<file path="config.mk">
export PLATFORM = sky130hd
export DESIGN_NAME = ptlb_hash_xlate
export DESIGN_NICKNAME = d
export VERILOG_FILES = /design/src/rtl/ptlb_pkg.sv /design/src/rtl/ptlb_array.sv /design/src/rtl/ptlb_grp_addr.sv /design/src/rtl/ptlb_walker.sv /design/src/rtl/ptlb_hash_xlate.sv
export SDC_FILE = /design/constraint.sdc
export NUM_CORES = 2
export LEC_CHECK = 0
export BUFFER_PORTS_ARGS = -buffer_cell sky130_fd_sc_hd__buf_2
export CAP_MARGIN = 10
export CORE_MARGIN = 2
export CORE_UTILIZATION = 29
export CTS_BUF_LIST = sky130_fd_sc_hd__clkbuf_2
export CTS_CLUSTER_DIAMETER = 60
export DETAILED_ROUTE_END_ITERATION = 8
export PLACE_DENSITY_LB_ADDON = 0.08
export SLEW_MARGIN = 20
export SYNTH_ARGS = -nofsm -noshare
export SYNTH_HDL_FRONTEND = slang
export SYNTH_SLANG_ARGS = --single-unit
</file>
<file path="constraint.sdc">
create_clock -name clk -period 17.3 [get_ports clk]
set_input_delay 0.865 -clock clk [delete_from_list [all_inputs] [get_ports clk]]
set_output_delay 0.865 -clock clk [all_outputs]
set_load 0.01 [all_outputs]
</file>
<file path="src/rtl/ptlb_pkg.sv">
package ptlb_pkg;
    localparam int VSID_W   = 24;
    localparam int PIDX_W   = 16;
    localparam int OFS_W    = 12;
    localparam int RPN_W    = 20;
    localparam int PP_W     = 2;
    localparam int ADDR_W   = 32;
    localparam int DATA_W   = 32;
    localparam int IDX_W    = 6;
    localparam int ENTRIES  = 1 << IDX_W;
    localparam int SLOT_W   = 3;
    localparam int ENT_B    = 8;
    localparam int WORD_B   = 4;
    localparam int HASH_W   = 19;
    localparam int MASK_W   = 9;
    localparam int BASE_W   = 16;
    localparam int API_W    = 6;
    localparam int HASH_LOW_W = HASH_W - MASK_W;
    localparam int WSEL_LSB = $clog2(WORD_B);
    localparam int GRP_SH   = SLOT_W + $clog2(ENT_B);

    typedef struct packed {
        logic              vld;
        logic [VSID_W-1:0] vsid;
        logic [PIDX_W-1:0] pidx;
        logic [RPN_W-1:0]  rpn;
        logic [PP_W-1:0]   pp;
    } tlb_ent_t;

    typedef enum logic [2:0] {
        ST_IDLE,
        ST_LOOK,
        ST_RD0,
        ST_WT0,
        ST_RD1,
        ST_WT1,
        ST_RESP
    } walk_st_t;
endpackage

</file>
<file path="src/rtl/ptlb_array.sv">
module ptlb_array
    import ptlb_pkg::*;
#(
    parameter int N_ENT = ENTRIES,
    localparam int IW   = $clog2(N_ENT)
) (
    input  logic          clk,
    input  logic          rst_n,
    input  logic          flush,
    input  logic [IW-1:0] rd_idx,
    output tlb_ent_t      rd_ent,
    input  logic          wr_en,
    input  logic [IW-1:0] wr_idx,
    input  tlb_ent_t      wr_ent
);
    logic [N_ENT-1:0] vld_d, vld_q;
    tlb_ent_t         ent_q [N_ENT];

    always_comb begin
        vld_d = vld_q;
        if (flush) begin
            vld_d = '0;
        end else if (wr_en) begin
            vld_d[wr_idx] = 1'b1;
        end
    end

    always_ff @(posedge clk) begin
        if (!rst_n) begin
            vld_q <= '0;
        end else begin
            vld_q <= vld_d;
        end
    end

    for (genvar g = 0; g < N_ENT; g++) begin : g_slot
        always_ff @(posedge clk) begin
            if (wr_en && (wr_idx == IW'(g))) begin
                ent_q[g] <= wr_ent;
            end
        end
    end

    always_comb begin
        rd_ent     = ent_q[rd_idx];
        rd_ent.vld = vld_q[rd_idx];
    end


    flush_clear_chk: assert property (@(posedge clk) disable iff (!rst_n)
        flush |=> (vld_q == '0));


    refill_set_chk: assert property (@(posedge clk) disable iff (!rst_n)
        (wr_en && !flush) |=> vld_q[$past(wr_idx)]);
endmodule

</file>
<file path="src/rtl/ptlb_grp_addr.sv">
module ptlb_grp_addr
    import ptlb_pkg::*;
(
    input  logic [ADDR_W-1:0] cfg,
    input  logic [HASH_W-1:0] hash,
    input  logic [SLOT_W-1:0] slot,
    input  logic              wsel,
    output logic [ADDR_W-1:0] addr
);
    logic [HASH_W-1:0] mask_full;
    logic [HASH_W-1:0] masked;
    logic [ADDR_W-1:0] grp;

    always_comb begin
        mask_full = {cfg[MASK_W-1:0], {HASH_LOW_W{1'b1}}};
        masked    = hash & mask_full;
        grp       = {cfg[ADDR_W-1 -: BASE_W], {(ADDR_W-BASE_W){1'b0}}}
                  | (ADDR_W'(masked) << GRP_SH);
        addr      = {grp[ADDR_W-1:GRP_SH], slot, wsel, {WSEL_LSB{1'b0}}};
    end
endmodule

</file>
<file path="src/rtl/ptlb_walker.sv">
module ptlb_walker
    import ptlb_pkg::*;
(
    input  logic              clk,
    input  logic              rst_n,
    input  logic              req_valid,
    output logic              req_ready,
    input  logic [VSID_W-1:0] req_vsid,
    input  logic [ADDR_W-1:0] req_ea,
    output logic [IDX_W-1:0]  lk_idx,
    input  tlb_ent_t          lk_ent,
    output logic              wr_en,
    output logic [IDX_W-1:0]  wr_idx,
    output tlb_ent_t          wr_ent,
    output logic              mem_req_valid,
    input  logic              mem_req_ready,
    output logic [HASH_W-1:0] grp_hash,
    output logic [SLOT_W-1:0] grp_slot,
    output logic              grp_wsel,
    input  logic              mem_rsp_valid,
    input  logic [DATA_W-1:0] mem_rsp_data,
    output logic              rsp_valid,
    output logic              rsp_fault,
    output logic [ADDR_W-1:0] rsp_ra,
    output logic [PP_W-1:0]   rsp_pp
);
    localparam logic [SLOT_W-1:0] LAST_SLOT = '1;

    typedef struct packed {
        walk_st_t          st;
        logic [VSID_W-1:0] vsid;
        logic [ADDR_W-1:0] ea;
        logic              pass;
        logic [SLOT_W-1:0] slot;
        logic              rsp_vld;
        logic              rsp_flt;
        logic [RPN_W-1:0]  rsp_rpn;
        logic [PP_W-1:0]   rsp_pp;
    } walk_reg_t;

    walk_reg_t d, q;

    logic [PIDX_W-1:0] pidx;
    logic [HASH_W-1:0] hash_pri;
    logic              tlb_hit;
    logic              w0_match;
    logic [RPN_W-1:0]  w1_rpn;
    logic [PP_W-1:0]   w1_pp;

    always_comb begin
        pidx     = q.ea[OFS_W +: PIDX_W];
        hash_pri = q.vsid[HASH_W-1:0] ^ {{(HASH_W-PIDX_W){1'b0}}, pidx};
        grp_hash = q.pass ? ~hash_pri : hash_pri;
        grp_slot = q.slot;
        lk_idx   = pidx[IDX_W-1:0];
        tlb_hit  = lk_ent.vld && (lk_ent.vsid == q.vsid) && (lk_ent.pidx == pidx);
        w0_match = mem_rsp_data[DATA_W-1]
                && (mem_rsp_data[DATA_W-2 -: VSID_W] == q.vsid)
                && (mem_rsp_data[API_W] == q.pass)
                && (mem_rsp_data[API_W-1:0] == pidx[PIDX_W-1 -: API_W]);
        w1_rpn   = mem_rsp_data[DATA_W-1 -: RPN_W];
        w1_pp    = mem_rsp_data[PP_W-1:0];
    end

    always_comb begin
        d             = q;
        d.rsp_vld     = 1'b0;
        req_ready     = 1'b0;
        mem_req_valid = 1'b0;
        grp_wsel      = 1'b0;
        wr_en         = 1'b0;
        wr_idx        = pidx[IDX_W-1:0];
        wr_ent        = '{vld: 1'b1, vsid: q.vsid, pidx: pidx, rpn: w1_rpn, pp: w1_pp};
        unique case (q.st)
            ST_IDLE: begin
                req_ready = 1'b1;
                if (req_valid) begin
                    d.vsid = req_vsid;
                    d.ea   = req_ea;
                    d.st   = ST_LOOK;
                end
            end
            ST_LOOK: begin
                if (tlb_hit) begin
                    d.rsp_vld = 1'b1;
                    d.rsp_flt = 1'b0;
                    d.rsp_rpn = lk_ent.rpn;
                    d.rsp_pp  = lk_ent.pp;
                    d.st      = ST_RESP;
                end else begin
                    d.pass = 1'b0;
                    d.slot = '0;
                    d.st   = ST_RD0;
                end
            end
            ST_RD0: begin
                mem_req_valid = 1'b1;
                if (mem_req_ready) d.st = ST_WT0;
            end
            ST_WT0: begin
                if (mem_rsp_valid) begin
                    if (w0_match) begin
                        d.st = ST_RD1;
                    end else if (q.slot != LAST_SLOT) begin
                        d.slot = q.slot + 1'b1;
                        d.st   = ST_RD0;
                    end else if (!q.pass) begin
                        d.pass = 1'b1;
                        d.slot = '0;
                        d.st   = ST_RD0;
                    end else begin
                        d.rsp_vld = 1'b1;
                        d.rsp_flt = 1'b1;
                        d.rsp_rpn = '0;
                        d.rsp_pp  = '0;
                        d.st      = ST_RESP;
                    end
                end
            end
            ST_RD1: begin
                mem_req_valid = 1'b1;
                grp_wsel      = 1'b1;
                if (mem_req_ready) d.st = ST_WT1;
            end
            ST_WT1: begin
                grp_wsel = 1'b1;
                if (mem_rsp_valid) begin
                    wr_en     = 1'b1;
                    d.rsp_vld = 1'b1;
                    d.rsp_flt = 1'b0;
                    d.rsp_rpn = w1_rpn;
                    d.rsp_pp  = w1_pp;
                    d.st      = ST_RESP;
                end
            end
            ST_RESP: begin
                d.st = ST_IDLE;
            end
            default: d.st = ST_IDLE;
        endcase
    end

    always_ff @(posedge clk) begin
        if (!rst_n) begin
            q <= '{st: ST_IDLE, default: '0};
        end else begin
            q <= d;
        end
    end

    assign rsp_valid = q.rsp_vld;
    assign rsp_fault = q.rsp_flt;
    assign rsp_ra    = {q.rsp_rpn, q.ea[OFS_W-1:0]};
    assign rsp_pp    = q.rsp_pp;


    mem_hold_chk: assert property (@(posedge clk) disable iff (!rst_n)
        (mem_req_valid && !mem_req_ready) |=> mem_req_valid);


    rsp_pulse_chk: assert property (@(posedge clk) disable iff (!rst_n)
        rsp_valid |=> !rsp_valid);


    busy_chk: assert property (@(posedge clk) disable iff (!rst_n)
        rsp_valid |-> !req_ready);


    one_outstanding_chk: assert property (@(posedge clk) disable iff (!rst_n)
        (mem_req_valid && mem_req_ready) |=> !mem_req_valid);


    ra_offset_chk: assert property (@(posedge clk) disable iff (!rst_n)
        (rsp_valid && !rsp_fault) |-> (rsp_ra[OFS_W-1:0] == q.ea[OFS_W-1:0]));
endmodule

</file>
<file path="src/rtl/ptlb_hash_xlate.sv">
module ptlb_hash_xlate
    import ptlb_pkg::*;
(
    input  logic              clk,
    input  logic              rst_n,
    input  logic              flush,
    input  logic [ADDR_W-1:0] cfg_table,
    input  logic              req_valid,
    output logic              req_ready,
    input  logic [VSID_W-1:0] req_vsid,
    input  logic [ADDR_W-1:0] req_ea,
    output logic              rsp_valid,
    output logic              rsp_fault,
    output logic [ADDR_W-1:0] rsp_ra,
    output logic [PP_W-1:0]   rsp_pp,
    output logic              mem_req_valid,
    input  logic              mem_req_ready,
    output logic [ADDR_W-1:0] mem_req_addr,
    input  logic              mem_rsp_valid,
    input  logic [DATA_W-1:0] mem_rsp_data
);
    logic [IDX_W-1:0]  lk_idx;
    tlb_ent_t          lk_ent;
    logic              wr_en;
    logic [IDX_W-1:0]  wr_idx;
    tlb_ent_t          wr_ent;
    logic [HASH_W-1:0] grp_hash;
    logic [SLOT_W-1:0] grp_slot;
    logic              grp_wsel;

    ptlb_array #(.N_ENT(ENTRIES)) u_array (
        .clk    (clk),
        .rst_n  (rst_n),
        .flush  (flush),
        .rd_idx (lk_idx),
        .rd_ent (lk_ent),
        .wr_en  (wr_en),
        .wr_idx (wr_idx),
        .wr_ent (wr_ent)
    );

    ptlb_walker u_walker (
        .clk           (clk),
        .rst_n         (rst_n),
        .req_valid     (req_valid),
        .req_ready     (req_ready),
        .req_vsid      (req_vsid),
        .req_ea        (req_ea),
        .lk_idx        (lk_idx),
        .lk_ent        (lk_ent),
        .wr_en         (wr_en),
        .wr_idx        (wr_idx),
        .wr_ent        (wr_ent),
        .mem_req_valid (mem_req_valid),
        .mem_req_ready (mem_req_ready),
        .grp_hash      (grp_hash),
        .grp_slot      (grp_slot),
        .grp_wsel      (grp_wsel),
        .mem_rsp_valid (mem_rsp_valid),
        .mem_rsp_data  (mem_rsp_data),
        .rsp_valid     (rsp_valid),
        .rsp_fault     (rsp_fault),
        .rsp_ra        (rsp_ra),
        .rsp_pp        (rsp_pp)
    );

    ptlb_grp_addr u_addr (
        .cfg  (cfg_table),
        .hash (grp_hash),
        .slot (grp_slot),
        .wsel (grp_wsel),
        .addr (mem_req_addr)
    );


    mem_addr_stable_chk: assert property (@(posedge clk) disable iff (!rst_n)
        (mem_req_valid && !mem_req_ready) |=> $stable(mem_req_addr));


    word_align_chk: assert property (@(posedge clk) disable iff (!rst_n)
        mem_req_valid |-> (mem_req_addr[WSEL_LSB-1:0] == '0));


    reset_quiet_chk: assert property (@(posedge clk) disable iff (!rst_n)
        $rose(rst_n) |-> (!rsp_valid && !mem_req_valid));
endmodule

</file>
==> key figures <==
Clocking
  – Clk buf depth: 5
  – CTS HTree Levels: 7
  – Post-CTS setup buffers: 0
  – Root Driver: clkbuf_2
  – CTS tree: done
  – Clk_lat worst skew: 2.41 ns
  – CTS sink count: slightly above 4000
  – Reg clk slew, reported paths: ~0.11 ns
  – CTS buffer count: ~1200

Synth
  – Synth Instances: a little under 8000
  – Distinct cells, synth: approximately 100
  – Post-Syn Area: around 160000 um2
  – Synthesized area per cell: approximately 21 um2
  – Ranking of synthesized cells by area: edfxtp_1, mux4_2, mux2i_1, dfxtp_1, mux4_1
  – Area leader, netlist: edfxtp_1
  – Sequential-to-total area share from yosys stat: 0.7620
  – Post-synth EDFFs: 3968
  – Top cell type's share of synthesized area: 0.7429
  – Yosys reg bits: 4121
  – Synth Flop Type: edfxtp_1
  – Syn. warnings: 0
  – Ys async rst share: 0

Setup path
  – Most frequent CP cell: buf_4
  – CP peak stage delay: ~0.96 ns
  – Worst path cell trace: buf_4 > buf_12 > buf_4 > buf_4 > mux2i_1 > a22oi_1 > nand3_1 > nand4_1 > nor2_1 > xnor2_1 > nor3_1 > nand4_1 > nand4bb_4 > a22oi_4 > o221ai_2 > dlygate4sd3_1
  – Slowest CP cell: a22oi_4
  – Reg2reg setup slack: 8.91 ns
  – Critical path startpoint category: flop
  – WP data required: between 15 and 20 ns
  – Crit Path Class: flop to flop
  – Critical Path AT: 10.69 ns
  – Crit Path Max Fanout: 84
  – Critical Path Sink Type: flop

Power
  – Reg power frac: 0.558
  – Pwr/cell area: approximately 110 nW/um2
  – Net Sw Frac: 0.2751
  – Max VDD drop: 0.07075 mV
  – Leak pwr: slightly below 60 nW
  – Combinational Power Share: 0.090
  – Clock power frac: 0.352
  – Pint: 14.34 mW
  – Overall power: roughly 20 mW
  – Psw: between 5 and 6 mW

GRT
  – Initial antenna violation count: between 60 and 70
  – Largest net degree at the start of global routing: 103
  – Global-route wire length before repair: roughly 850000 um
  – GRT busiest layer: met2
  – Total GRT Usage: 0.2291
  – Vias in the first global route: ~93000
  – Grt met1 use: 0.3031
  – GR Layer Usage met2: 0.3849
  – Met3 global-route usage: 0.03756
  – Remaining global-route overflow: 0

Place
  – Placer Congestion: around 0.8
  – Post-DP Area: between 150000 and 200000 um2
  – Dpl ws: about 9 ns
  – HPWL Detailed: 355000 um
  – Dpl cells: between 15000 and 20000
  – I/O Buffers: 168

Drt
  – Post-DR wirelength/cell: about 37 um
  – Final ANT Viol Nets: 0
  – Vias per cell: between 5 and 6
  – Via count: between 90000 and 100k
  – Final WL: ~650000 um
  – TritonRoute pass-1 iters: 5
  – Residual DRC count: 0
  – Starting DRT DRC Count: just over 10000

STA
  – Crit share post-route: 0.4849
  – Final setup vio count: 0
  – Peak Freq: 119.2 MHz
  – RSZ-0062 raised after global routing: no
  – Count of final hold-check violations: 0
  – Final min period: roughly 8.4 ns
  – Setup TNS: 0 ns
  – Slew HR: 0.1811
  – Worst hold slack: around 0.31 ns
  – Post-route setup slack: about 9 ns
  – Max Slew Vio Count: 0
  – Worst Skew: about 0.28 ns
  – Worst-Margin Slew: between 1 and 1.5 ns

Cells and area
  – Final instance area: between 150000 and 200000 um2
  – Leading cell type in the layout, fill and taps excluded: edfxtp_1
  – Most frequent cells in the layout: edfxtp_1, clkbuf_2, mux4_2
  – Fill cells: about 53000
  – Multi-input gate area: roughly 36000 um2
  – Layout cells sized above 1: 0.3352
  – Layout area overhead: 15.07%
  – FF/Latch Area: approximately 120000 um2
  – Layout Cells excl Fill: between 15000 and 20000
  – Nets: around 9500
  – Fin util: 0.3344

Floorplanning
  – Die Width: 747.7 um
  – Core Rows: approximately 270
  – Die Span Y: 747.7 um
  – I/O pins: approximately 200
  – Total core area: approximately 550000 um2
  – Initial Util: 0.2906
  – Die area: between 500000 and 600000 um2

Outcome
  – Status: completed

Min path
  – Hold WC Path Type: input port to flop

Job
  – Max cap viols: 0
## path summary, 6_finish.rpt
path                                        from                          endpoint  cells past startpoint
setup / recovery                            flop  u_walker.rsp_ra[18]$_SDFFE_PN0P_                     16
hold / removal                  mem_rsp_data[13]  u_walker.rsp_ra[13]$_SDFFE_PN0P_                      6
setup reg to reg                            flop  u_walker.rsp_ra[18]$_SDFFE_PN0P_                     16
hold reg to reg   u_array.vld_q[24]$_SDFFE_PP0P_    u_array.vld_q[24]$_SDFFE_PP0P_                      2
## critical path: cells and delay by family, from the launching register on
family          cells  cell delay [ns]
buf+inv             5             3.40
simple gates        6             1.74
compound gates      3             1.22
flops               1             0.86
xor+xnor            1             0.39
mux                 1             0.29
## cell usage after synthesis, drive strengths merged (37+ instances only)
library cell / instances
mux4: 845
o21ai: 68
dfxtp: 153
mux2i: 547
nand2: 369
o221ai: 43
nand4: 37
o22ai: 60
xnor2: 83
nand3: 107
clkbuf: 168
a21oi: 150
edfxtp: 3968
nor2: 229
buf: 310
a22oi: 184
## kinds of logic (layout without fill, tap and decap cells)
group                      after synthesis  after routing  share of synthesized area
DFF                                   4121           4121                     0.7620
muxes                                 1414           1414                     0.1556
and+or+nand+nor                        920            920                    0.02666
AOI/OAI and AO/OA                      705            705                    0.03169
buffers and inverters                  517           2856                    0.01860
xor gates and xnor gates                96             96                   0.005289
adders and majority gates                2              2                  0.0001560
other                                    1             37                 0.00002338
## layer usage
metal  vias to the layer above  part of all wire
met1                     49730              0.42
met2                      3756              0.49
met5                         -                 0
met4                         0             0.027
li1                      36040                 -
met3                      1055             0.054
## repair_timing
action                                  4_1_cts  5_1_grt
endpoints found under the hold margin      1657        0
endpoints found under the setup margin        0        0
gates resized for setup                       0        0
hold buffers                                294        0
## sequential cells by signal, summed over array words and instances (netlist names), named ones only
register and count:
u_array.vld_q 64, u_walker.grp_slot 3, u_walker.rsp_pp 2, u_walker.wr_ent 34
u_array.ent_q 3968, u_walker.q 4, u_walker.rsp_valid 1, u_walker.lk_idx 6
u_walker.rsp_ra 32, u_walker.rsp_fault 1
## area by class of cell
class | instances | area share
clock inverters | 213 | 0.005010
multi-input cells | 3139 | 0.1942
flip-flops and latches | 4121 | 0.6626
diodes | 35 | 0.0004746
repair buffers | 834 | 0.03942
clock buffers | 1774 | 0.04811
inverters | 35 | 0.0007864
well taps | 7287 | 0.04940
## power by group through the flow
stage / Combinational [mW] / Sequential, mW / Clock, mW
final: 1.78 / 11.0 / 6.95
after global routing: 1.86 / 11.0 / 7.71
after CTS: 1.80 / 11.0 / 7.23
after detailed placement: 1.72 / 11.3 / 0
after global placement: 1.71 / 11.3 / 0
after floorplan: 0.900 / 11.3 / 0
(Power assumes the default switching activity.)
